<file path="src/rtl/adc_seq_pkg.sv">
package adc_seq_pkg;

    localparam int ADDR_W = 5;

    localparam logic [ADDR_W-1:0] A_CTRL  = 5'd0;
    localparam logic [ADDR_W-1:0] A_CLK   = 5'd1;
    localparam logic [ADDR_W-1:0] A_SRLO  = 5'd2;
    localparam logic [ADDR_W-1:0] A_SRHI  = 5'd3;
    localparam logic [ADDR_W-1:0] A_AVG   = 5'd4;
    localparam logic [ADDR_W-1:0] A_CHCTL = 5'd8;
    localparam logic [ADDR_W-1:0] A_DATA  = 5'd16;

    // control word bit positions
    localparam int B_START  = 0;
    localparam int CHAN_LSB = 1;
    localparam int B_EN     = 4;
    localparam int AVG_LSB  = 5;
    localparam int B_VREF   = 9;
    localparam int B_BUSY   = 10;

    typedef enum logic [2:0] {
        S_IDLE,
        S_REQ,
        S_WAIT,
        S_GAP,
        S_DONE
    } seq_state_t;

endpackage

</file>
<file path="src/rtl/adc_seq_fsm.sv">
module adc_seq_fsm
    import adc_seq_pkg::*;
#(
    parameter int DATA_W = 10,
    parameter int AVG_W  = 4,
    parameter int CH_W   = 3,
    parameter int GAP_W  = 32
) (
    input  logic              clk,
    input  logic              rst_n,
    input  logic              start,
    input  logic              abort,
    input  logic [CH_W-1:0]   start_chan,
    input  logic [AVG_W-1:0]  start_navg,
    input  logic [GAP_W-1:0]  gap,
    input  logic              cnv_valid,
    input  logic [DATA_W-1:0] cnv_data,
    output logic              cnv_req,
    output logic [CH_W-1:0]   cnv_chan,
    output logic              busy,
    output logic              sample_we,
    output logic [DATA_W-1:0] sample_data,
    output logic              done,
    output logic [DATA_W-1:0] avg_out
);

    localparam int MAX_SH = (1 << AVG_W) - 1;
    localparam int CNT_W  = MAX_SH + 1;
    localparam int ACC_W  = DATA_W + MAX_SH;

    seq_state_t state, nxt;

    logic [CH_W-1:0]  chan_q;
    logic [AVG_W-1:0] navg_q;
    logic [CNT_W-1:0] cnt_q;
    logic [ACC_W-1:0] acc_q;
    logic [GAP_W-1:0] gap_q;
    logic             last_smp;

    assign last_smp = (cnt_q == ((CNT_W'(1) << navg_q) - CNT_W'(1)));

    // state register
    always_ff @(posedge clk) begin
        if (!rst_n) begin
            state <= S_IDLE;
        end else if (abort) begin
            state <= S_IDLE;
        end else begin
            state <= nxt;
        end
    end

    // next state
    always_comb begin
        nxt = state;
        unique case (state)
            S_IDLE: if (start) nxt = S_REQ;
            S_REQ:  nxt = S_WAIT;
            S_WAIT: begin
                if (cnv_valid) begin
                    if (last_smp)            nxt = S_DONE;
                    else if (gap == '0)      nxt = S_REQ;
                    else                     nxt = S_GAP;
                end
            end
            S_GAP:  if (gap_q >= gap) nxt = S_REQ;
            S_DONE: nxt = S_IDLE;
            default: nxt = S_IDLE;
        endcase
    end

    // outputs
    always_comb begin
        cnv_req     = (state == S_REQ);
        busy        = (state != S_IDLE);
        sample_we   = (state == S_WAIT) && cnv_valid;
        done        = (state == S_DONE);
        sample_data = cnv_data;
        cnv_chan    = chan_q;
        avg_out     = DATA_W'(acc_q >> navg_q);
    end

    // datapath
    always_ff @(posedge clk) begin
        if (!rst_n) begin
            chan_q <= '0;
            navg_q <= '0;
            cnt_q  <= '0;
            acc_q  <= '0;
            gap_q  <= '0;
        end else begin
            if ((state == S_IDLE) && start && !abort) begin
                chan_q <= start_chan;
                navg_q <= start_navg;
                cnt_q  <= '0;
                acc_q  <= '0;
            end else if (sample_we) begin
                acc_q <= acc_q + ACC_W'(cnv_data);
                cnt_q <= cnt_q + CNT_W'(1);
            end
            if (state == S_WAIT) begin
                gap_q <= GAP_W'(1);
            end else if (state == S_GAP) begin
                gap_q <= gap_q + GAP_W'(1);
            end
        end
    end

endmodule

</file>
<file path="src/rtl/adc_seq_regs.sv">
module adc_seq_regs
    import adc_seq_pkg::*;
#(
    parameter int DATA_W  = 10,
    parameter int NUM_CH  = 8,
    parameter int AVG_W   = 4,
    parameter int CH_W    = 3,
    parameter int CLK_W   = 8,
    parameter int SR_W    = 16,
    parameter int CHCTL_W = 16
) (
    input  logic              clk,
    input  logic              rst_n,
    input  logic              bus_wr,
    input  logic              bus_rd,
    input  logic [ADDR_W-1:0] bus_addr,
    input  logic [31:0]       bus_wdata,
    output logic [31:0]       bus_rdata,
    input  logic              busy,
    input  logic              done,
    input  logic [DATA_W-1:0] avg_in,
    input  logic              sample_we,
    input  logic [CH_W-1:0]   sample_chan,
    input  logic [DATA_W-1:0] sample_data,
    output logic              start,
    output logic              abort,
    output logic [CH_W-1:0]   start_chan,
    output logic [AVG_W-1:0]  start_navg,
    output logic [2*SR_W-1:0] gap,
    output logic              ctrl_en,
    output logic              vref_int,
    output logic [CLK_W-1:0]  clk_div,
    output logic              irq
);

    logic [CH_W-1:0]   chan_q;
    logic [AVG_W-1:0]  navg_q;
    logic              en_q;
    logic              vref_q;
    logic [CLK_W-1:0]  clk_q;
    logic [SR_W-1:0]   srlo_q;
    logic [SR_W-1:0]   srhi_q;
    logic [DATA_W-1:0] avg_q;
    logic              irq_q;

    logic [CHCTL_W-1:0] chctl_all [NUM_CH];
    logic [DATA_W-1:0]  data_all  [NUM_CH];

    logic ctrl_wr;
    logic avg_rd;

    assign ctrl_wr    = bus_wr && (bus_addr == A_CTRL);
    assign avg_rd     = bus_rd && (bus_addr == A_AVG);
    assign abort      = ctrl_wr && (bus_wdata == 32'd0);
    assign start      = ctrl_wr && !busy && bus_wdata[B_START] && bus_wdata[B_EN];
    assign start_chan = bus_wdata[CHAN_LSB +: CH_W];
    assign start_navg = bus_wdata[AVG_LSB +: AVG_W];
    assign gap        = {srhi_q, srlo_q};
    assign ctrl_en    = en_q;
    assign vref_int   = vref_q;
    assign clk_div    = clk_q;
    assign irq        = irq_q;

    // control word and global registers
    always_ff @(posedge clk) begin
        if (!rst_n) begin
            chan_q <= '0;
            navg_q <= '0;
            en_q   <= 1'b0;
            vref_q <= 1'b0;
            clk_q  <= '0;
            srlo_q <= '0;
            srhi_q <= '0;
        end else begin
            if (ctrl_wr && (abort || !busy)) begin
                chan_q <= bus_wdata[CHAN_LSB +: CH_W];
                navg_q <= bus_wdata[AVG_LSB +: AVG_W];
                en_q   <= bus_wdata[B_EN];
                vref_q <= bus_wdata[B_VREF];
            end
            if (bus_wr && (bus_addr == A_CLK))  clk_q  <= bus_wdata[CLK_W-1:0];
            if (bus_wr && (bus_addr == A_SRLO)) srlo_q <= bus_wdata[SR_W-1:0];
            if (bus_wr && (bus_addr == A_SRHI)) srhi_q <= bus_wdata[SR_W-1:0];
        end
    end

    // average result and interrupt
    always_ff @(posedge clk) begin
        if (!rst_n) begin
            avg_q <= '0;
            irq_q <= 1'b0;
        end else begin
            if (done) begin
                avg_q <= avg_in;
            end
            if (done) begin
                irq_q <= 1'b1;
            end else if (avg_rd || abort) begin
                irq_q <= 1'b0;
            end
        end
    end

    // per-channel registers
    for (genvar i = 0; i < NUM_CH; i++) begin : g_ch
        logic [CHCTL_W-1:0] ctl_q;
        logic [DATA_W-1:0]  dat_q;

        always_ff @(posedge clk) begin
            if (!rst_n) begin
                ctl_q <= '0;
                dat_q <= '0;
            end else begin
                if (bus_wr && (bus_addr == ADDR_W'(int'(A_CHCTL) + i))) begin
                    ctl_q <= bus_wdata[CHCTL_W-1:0];
                end
                if (sample_we && (sample_chan == CH_W'(i))) begin
                    dat_q <= sample_data;
                end
            end
        end

        assign chctl_all[i] = ctl_q;
        assign data_all[i]  = dat_q;
    end

    // read mux
    always_comb begin
        bus_rdata = 32'd0;
        unique case (bus_addr)
            A_CTRL: begin
                bus_rdata[CHAN_LSB +: CH_W] = chan_q;
                bus_rdata[B_EN]             = en_q;
                bus_rdata[AVG_LSB +: AVG_W] = navg_q;
                bus_rdata[B_VREF]           = vref_q;
                bus_rdata[B_BUSY]           = busy;
            end
            A_CLK:  bus_rdata[CLK_W-1:0]  = clk_q;
            A_SRLO: bus_rdata[SR_W-1:0]   = srlo_q;
            A_SRHI: bus_rdata[SR_W-1:0]   = srhi_q;
            A_AVG:  bus_rdata[DATA_W-1:0] = avg_q;
            default: begin
                for (int k = 0; k < NUM_CH; k++) begin
                    if (bus_addr == ADDR_W'(int'(A_CHCTL) + k)) begin
                        bus_rdata[CHCTL_W-1:0] = chctl_all[k];
                    end
                    if (bus_addr == ADDR_W'(int'(A_DATA) + k)) begin
                        bus_rdata[DATA_W-1:0] = data_all[k];
                    end
                end
            end
        endcase
    end

endmodule

</file>
<file path="src/rtl/adc_seq_top.sv">
module adc_seq_top
    import adc_seq_pkg::*;
#(
    parameter int DATA_W  = 10,
    parameter int NUM_CH  = 8,
    parameter int AVG_W   = 4,
    parameter int CLK_W   = 8,
    parameter int SR_W    = 16,
    parameter int CHCTL_W = 16
) (
    input  logic              clk,
    input  logic              rst_n,
    input  logic              bus_wr,
    input  logic              bus_rd,
    input  logic [4:0]        bus_addr,
    input  logic [31:0]       bus_wdata,
    output logic [31:0]       bus_rdata,
    output logic              irq,
    output logic              cnv_req,
    output logic [2:0]        cnv_chan,
    output logic              cnv_vref_int,
    output logic [7:0]        cnv_clk_div,
    input  logic              cnv_valid,
    input  logic [9:0]        cnv_data
);

    localparam int CH_W  = $clog2(NUM_CH);
    localparam int GAP_W = 2 * SR_W;

    logic              start_w;
    logic              abort_w;
    logic [CH_W-1:0]   start_chan_w;
    logic [AVG_W-1:0]  start_navg_w;
    logic [GAP_W-1:0]  gap_w;
    logic              ctrl_en_w;
    logic              busy_w;
    logic              sample_we_w;
    logic [DATA_W-1:0] sample_data_w;
    logic              done_w;
    logic [DATA_W-1:0] avg_w;

    adc_seq_regs #(
        .DATA_W (DATA_W),
        .NUM_CH (NUM_CH),
        .AVG_W  (AVG_W),
        .CH_W   (CH_W),
        .CLK_W  (CLK_W),
        .SR_W   (SR_W),
        .CHCTL_W(CHCTL_W)
    ) u_regs (
        .clk        (clk),
        .rst_n      (rst_n),
        .bus_wr     (bus_wr),
        .bus_rd     (bus_rd),
        .bus_addr   (bus_addr),
        .bus_wdata  (bus_wdata),
        .bus_rdata  (bus_rdata),
        .busy       (busy_w),
        .done       (done_w),
        .avg_in     (avg_w),
        .sample_we  (sample_we_w),
        .sample_chan(cnv_chan),
        .sample_data(sample_data_w),
        .start      (start_w),
        .abort      (abort_w),
        .start_chan (start_chan_w),
        .start_navg (start_navg_w),
        .gap        (gap_w),
        .ctrl_en    (ctrl_en_w),
        .vref_int   (cnv_vref_int),
        .clk_div    (cnv_clk_div),
        .irq        (irq)
    );

    adc_seq_fsm #(
        .DATA_W(DATA_W),
        .AVG_W (AVG_W),
        .CH_W  (CH_W),
        .GAP_W (GAP_W)
    ) u_fsm (
        .clk        (clk),
        .rst_n      (rst_n),
        .start      (start_w),
        .abort      (abort_w),
        .start_chan (start_chan_w),
        .start_navg (start_navg_w),
        .gap        (gap_w),
        .cnv_valid  (cnv_valid),
        .cnv_data   (cnv_data),
        .cnv_req    (cnv_req),
        .cnv_chan   (cnv_chan),
        .busy       (busy_w),
        .sample_we  (sample_we_w),
        .sample_data(sample_data_w),
        .done       (done_w),
        .avg_out    (avg_w)
    );

endmodule

</file>
<file path="config.mk">
export PLATFORM = sky130hd
export DESIGN_NAME = adc_seq_top
export DESIGN_NICKNAME = d
export VERILOG_FILES = /design/src/rtl/adc_seq_pkg.sv /design/src/rtl/adc_seq_fsm.sv /design/src/rtl/adc_seq_regs.sv /design/src/rtl/adc_seq_top.sv
export SDC_FILE = /design/constraint.sdc
export NUM_CORES = 1
export LEC_CHECK = 0
export ABC_AREA = 0
export BUFFER_PORTS_ARGS = -buffer_cell sky130_fd_sc_hd__buf_4
export CAP_MARGIN = 15
export CELL_PAD_IN_SITES_DETAIL_PLACEMENT = 0
export CELL_PAD_IN_SITES_GLOBAL_PLACEMENT = 1
export CORE_MARGIN = 3
export CORE_UTILIZATION = 47
export CTS_CLUSTER_SIZE = 25
export DETAILED_ROUTE_END_ITERATION = 10
export HOLD_SLACK_MARGIN = 0.15
export MAX_ROUTING_LAYER = met4
export PLACE_DENSITY = 0.88
export SLEW_MARGIN = 15
export SYNTH_ARGS = -nofsm -noshare
export SYNTH_HDL_FRONTEND = slang
export SYNTH_SLANG_ARGS = --single-unit
</file>
<file path="constraint.sdc">
create_clock -name clk -period 3.95 [get_ports clk]
set_input_delay 0.79 -clock clk [delete_from_list [all_inputs] [get_ports clk]]
set_output_delay 0.79 -clock clk [all_outputs]
set_load 0.02 [all_outputs]
</file>
==> results of run 1 <==
[registers in the layout, summed over array words and instances (netlist names), 4 cells and up]
name	cells
u_regs.navg_q	4
u_fsm.navg_q	4
u_regs.clk_div	8
u_regs.g_ch.ctl_q	128
u_regs.g_ch.dat_q	80
u_regs.srlo_q	16
u_fsm.cnt_q	16
u_regs.avg_q	10
u_fsm.acc_q	25
u_fsm.gap_q	32
u_regs.srhi_q	16
[worst max-delay path, delay by kind of cell]
kind,cells,cell delay (ps)
AND/OR/NAND/NOR,3,790
AO/OA/AOI/OAI,4,1030
buffers and inverters,2,440
[area by class of cell]
type	count	area, sq um
fill	3614	17900
sequential	351	7030
clock inverter	15	135
timing repair buffer	152	1160
clock buffer	55	1170
multi-input combinational	1688	10900
inverter	51	191
tap	518	648
[cells in the final DEF (no fill, tap or decap), types with 19 or more instances in the layout]
master / Yosys / final
ha_1: 45 / 45
xnor2_1: 35 / 35
and3_1: 20 / 20
a21boi_0: 176 / 176
o21ai_0: 61 / 61
buf_4: 20 / 150
nand2_1: 359 / 359
nor2_1: 130 / 127
o22ai_1: 32 / 32
inv_1: 50 / 50
clkbuf_16: 0 / 41
nor2b_1: 123 / 123
nand4_1: 30 / 30
xor2_1: 32 / 32
mux4_2: 19 / 19
a21oi_1: 55 / 55
a22oi_1: 32 / 32
nand3_1: 136 / 136
dfxtp_1: 351 / 350
mux2i_1: 136 / 136
nor3_1: 23 / 23
[through the flow]
| stage | power [W] | area (sq um) | utilization |
|---|---|---|---|
| after floorplan | 0.00397 | 19000 | - |
| after global placement | 0.00418 | 19900 | 0.509 |
| after detailed placement | 0.00418 | 19900 | 0.509 |
| after CTS | 0.00788 | 21300 | 0.542 |
| after global routing | 0.00807 | 21300 | 0.542 |
| final | 0.00783 | 21300 | 0.542 |
[worst min-delay path by stage]
stage / from / endpoint / slack (ps) / cells past startpoint
2_1_floorplan: u_regs.avg_q[1]$_SDFFE_PN0P_ / u_regs.avg_q[1]$_SDFFE_PN0P_ / 440 / 2
3_3_place_gp: u_regs.g_ch[2].ctl_q[11]$_SDFFE_PN0P_ / u_regs.g_ch[2].ctl_q[11]$_SDFFE_PN0P_ / 450 / 2
3_5_place_dp: u_regs.g_ch[0].ctl_q[11]$_SDFFE_PN0P_ / u_regs.g_ch[0].ctl_q[11]$_SDFFE_PN0P_ / 460 / 2
4_1_cts: u_regs.g_ch[2].ctl_q[12]$_SDFFE_PN0P_ / u_regs.g_ch[2].ctl_q[12]$_SDFFE_PN0P_ / 470 / 2
5_1_grt: u_regs.g_ch[4].ctl_q[10]$_SDFFE_PN0P_ / u_regs.g_ch[4].ctl_q[10]$_SDFFE_PN0P_ / 480 / 2
6_report: u_regs.g_ch[3].ctl_q[15]$_SDFFE_PN0P_ / u_regs.g_ch[3].ctl_q[15]$_SDFFE_PN0P_ / 460 / 2
[kinds of logic after synthesis]
family          after synthesis  synth area share
mux                         159            0.0970
fa+ha+maj                    46            0.0308
xor+xnor                     67            0.0310
simple gates                926             0.240
buf+inv                     241            0.0550
compound gates              474             0.174
other cells                   1          0.000198
flops                       351             0.372
[timing repair]
item,4_1_cts,5_1_grt
endpoints found under the setup margin,0,1
setup buffers,0,0
gates resized for setup,0,1
[layer usage]
layer | vias up | routed length [um] | track usage
met5 | - | 0 | -
met4 | 0 | 1920 | 0.0899
met3 | 106 | 4960 | 0.0547
met2 | 617 | 26900 | 0.432
met1 | 8148 | 27400 | 0.403
li1 | 7967 | - | -
[where the power goes]
part,internal [W],switching (W),total (W)
combinational,0.000186,0.000365,0.000551
sequential,0.00355,0.0000119,0.00357
clock,0.00220,0.00152,0.00372
==> results.tsv, run 1 <==
metric	value	unit
synth_edf_count	0	
cts_tree	built	
die_w	207	um
period_share	0.973	
finalSetupTns	0	ps
yosys_warnings	0	
dpl.hpwl	42600	um
synth_top_cell_by_area	dfxtp_1	
ir_drop	0.269	mV
final_cells	2830	
timing.hold.ws	463	ps
crit_slowest_cell	a31oi_1	
routabilityCongestion	0.987	
num_rows	72	
cp-startpoint	bus_addr[0]	
clock_path_buffers	3	
grt_pass1_vias	15800	
drt-initial-drc-count	1655	
cap_violations	0	
rsz0062_at_grt	false	
cts_buffers	40	
r2r_cells	10	
max_stage_delay	430	ps
setup_viol	0	
path_class	input port to primary output	
root_buffer	clkbuf_16	
synth_ff_type	dfxtp_1	
vias	16800	
skew	13.1	ps
setup_slack	105	ps
grt_max_degree	111	
status	finished, final reports clean	
ios	98	
finalMaxSlewViolations	0	
crit_required	3160	ps
grt_pass1_wl	93500	um
drive_gt1_frac	0.117	
globalRouteOverflowTotal	0	
synth.most_common_cell	nand2_1	
insertion_delay	560	ps
p_leak	7.93	nW
synth.avg_cell_area	8.35	sq um
crit_path_max_fanout	30	
wl	61100	um
rr_endpoint	u_fsm.state[1]$_SDFFE_PP0P_	
avgRoutedWirePerCell	21.6	um
final_nets	2382	
syn2layout_area_growth	12.4	%
synth_top_area_share	0.372	
min_path_type	flip-flop to flip-flop	
async_flop_share	0	
hold_buffers	0	
hold_viol_final	0	
port_buffers	81	
min_period	3840	ps
tightest_slew	1010	ps
post-place-ws	164	ps
drc	0	
crit_path_cell_trace	buf_4, or2_2, nor3_4, nand2_1, a221o_1, a21oi_1, o21ai_1, a31oi_1, buf_4	
critPathMostFrequentCell	buf_4	
reg2reg_slack	850	ps
fmax	260	MHz
vias_per_cell	5.95	
clock-sinks	351	
r2r_start	u_fsm.navg_q[0]$_SDFFE_PN0P_	
antenna_left	0	
syn-instance-count	2265	
clk_pin_slew_worst_paths	60	ps
cts.htree.levels	2	
slew_headroom	0.326	
yosys-top-cells-area	dfxtp_1 (37%), mux2i_1 (7.2%), nand2_1 (7.1%)	
yosysSeqAreaShare	0.372	
antenna_cells	0	
powerDensity	368	nW/um^2
grt.total_usage	0.291	
coreArea	39200	sq um
dieArea	42700	sq um
crit_path_end	bus_rdata[9]	
dr.pass1.iters	5	
setup.worst_path.start_class	input port	
antenna_found_initial	0	
synth_area	18900	sq um
ys_types	80	
start_util	0.482	
critPathArrivalTime	3050	ps
yosys-top-cells-count	nand2_1 (359), dfxtp_1 (351), a21boi_0 (176)	
place_inst	2760	
die_h	207	um
cp-end-kind	primary output	
ys_ff_latch	351	
Power figures use the tool's default switching activity.
==> inputs of run 2 (changes only) <==
--- a/config.mk
+++ b/config.mk
@@ -14,8 +14,8 @@
 export CORE_UTILIZATION = 47
 export CTS_CLUSTER_SIZE = 25
 export DETAILED_ROUTE_END_ITERATION = 10
+export GPL_ROUTABILITY_DRIVEN = 0
 export HOLD_SLACK_MARGIN = 0.15
-export MAX_ROUTING_LAYER = met4
 export PLACE_DENSITY = 0.88
 export SLEW_MARGIN = 15
 export SYNTH_ARGS = -nofsm -noshare
==> results.tsv, run 2 (synthesis results as in run 1) <==
metric	value	unit
status	finished, final reports clean	
drive_gt1_frac	0.111	
crit_path_end	bus_rdata[9]	
use_met2	0.426	
use_met1	0.367	
setup_viol	0	
clock-sinks	351	
grt_util_met3	0.0557	
top_register	u_regs.g_ch.ctl_q	
largest_reg_flops	128	
path_class	input port to primary output	
wl	58200	um
antenna_found_initial	0	
crit_path_cell_trace	buf_4, or3b_4, nor2_4, o21ai_0, a221o_1, a21oi_1, o21ai_1, a31oi_1, buf_4	
cp-startpoint	bus_addr[2]	
die_w	207	um
vias	16700	
skew	22.4	ps
busiest_layer	met2	
crit_path_max_fanout	20	
r2r_start	u_fsm.navg_q[0]$_SDFFE_PN0P_	
setup.worst_path.start_class	input port	
reg2reg_slack	910	ps
hold_buffers	0	
root_buffer	clkbuf_16	
grt.total_usage	0.267	
grt_max_degree	111	
clock_path_buffers	3	
min_path_type	flip-flop to flip-flop	
drc	0	
powerDensity	365	nW/um^2
p_switching	0.00185	W
insertion_delay	550	ps
r2r_cells	10	
num_rows	72	
power	0.00771	W
port_buffers	81	
p_leak	7.84	nW
rsz0062_at_grt	false	
vias_per_cell	5.94	
critPathArrivalTime	3030	ps
hold_viol_final	0	
switching_share	0.240	
period_share	0.966	
clock_power_share	0.468	
crit_required	3160	ps
globalRouteOverflowTotal	0	
cts_buffers	39	
cap_violations	0	
drt-initial-drc-count	1825	
p_int	0.00586	W
start_util	0.482	
dieArea	42700	sq um
dpl.hpwl	40800	um
coreArea	39200	sq um
grt_pass1_vias	16000	
final_nets	2368	
critPathMostFrequentCell	buf_4	
slew_headroom	0.333	
max_stage_delay	460	ps
clk_pin_slew_worst_paths	60	ps
antenna_cells	0	
avgRoutedWirePerCell	20.7	um
finalSetupTns	0	ps
rr_endpoint	u_fsm.state[1]$_SDFFE_PP0P_	
fmax	262	MHz
p_comb_frac	0.069	
final_common_cell	nand2_1	
cts.htree.levels	2	
timing.hold.ws	466	ps
grt_pass1_wl	90000	um
finalMaxSlewViolations	0	
syn2layout_area_growth	11.7	%
crit_slowest_cell	or3b_4	
die_h	207	um
min_period	3820	ps
sequentialPowerShare	0.462	
cp-end-kind	primary output	
cts_tree	built	
min_path_cells	2	
dr.pass1.iters	11	
largestRegisters	u_regs.g_ch.ctl_q (128), u_regs.g_ch.dat_q (80), u_fsm.gap_q (32)	
tightest_slew	998	ps
ir_drop	0.237	mV
final_cell_mix	nand2_1 (359), dfxtp_1 (350), a21boi_0 (176), buf_4 (137)	
antenna_left	0	
ios	98	
[run 2: worst min path at each step]
stage | from | to
after floorplan | u_regs.avg_q[1]$_SDFFE_PN0P_ | u_regs.avg_q[1]$_SDFFE_PN0P_
after global placement | u_regs.g_ch[2].ctl_q[10]$_SDFFE_PN0P_ | u_regs.g_ch[2].ctl_q[10]$_SDFFE_PN0P_
after detailed placement | u_regs.g_ch[1].dat_q[8]$_SDFFE_PN0P_ | u_regs.g_ch[1].dat_q[8]$_SDFFE_PN0P_
after CTS | u_regs.g_ch[7].ctl_q[12]$_SDFFE_PN0P_ | u_regs.g_ch[7].ctl_q[12]$_SDFFE_PN0P_
after global routing | u_regs.g_ch[6].ctl_q[10]$_SDFFE_PN0P_ | u_regs.g_ch[6].ctl_q[10]$_SDFFE_PN0P_
final | u_regs.g_ch[3].ctl_q[14]$_SDFFE_PN0P_ | u_regs.g_ch[3].ctl_q[14]$_SDFFE_PN0P_
[run 2: power groups by stage]
stage	clock network, W	registers, W	logic [W]
2_1_floorplan	0	0.00364	0.000326
3_3_place_gp	0	0.00364	0.000513
3_5_place_dp	0	0.00364	0.000519
4_1_cts	0.00366	0.00357	0.000520
5_1_grt	0.00379	0.00357	0.000560
6_report	0.00361	0.00357	0.000534
[run 2: layout make-up]
cell class / instances / area [sq um]
repair buffers: 139 / 1060
multi-input cells: 1688 / 10900
inverters: 51 / 191
fillers: 3619 / 18100
well taps: 518 / 648
flip-flops and latches: 351 / 7030
clock inverters: 14 / 134
clock buffers: 55 / 1130
[run 2: through the flow]
step | instances | area, sq um | utilization | setup slack [ps]
floorplan | 2280 | 19000 | - | 552
global placement | 2747 | 19900 | 0.507 | 144
detailed placement | 2747 | 19900 | 0.507 | 64.1
CTS | 2816 | 21100 | 0.539 | 68.9
global route | 2816 | 21100 | 0.539 | 12.5
finish | 2816 | 21100 | 0.539 | 133
[run 2: worst max-delay path: cells and delay by family]
family | cells | cell delay [ps]
compound gates | 5 | 1140
buf+inv | 2 | 420
simple gates | 2 | 680
[run 2: metal layers]
metal | wire length (um) | up-vias | share of wire
met2 | 26200 | 641 | 0.45
met1 | 25500 | 8022 | 0.44
met5 | 0 | - | 0
met3 | 4900 | 121 | 0.084
li1 | - | 7941 | -
met4 | 1580 | 0 | 0.027
[run 2: repair_timing]
item	in CTS	in global routing
endpoints found under the setup margin	0	3
buffers inserted	0	0
hold endpoints to repair	0	0
gates resized for setup	0	3
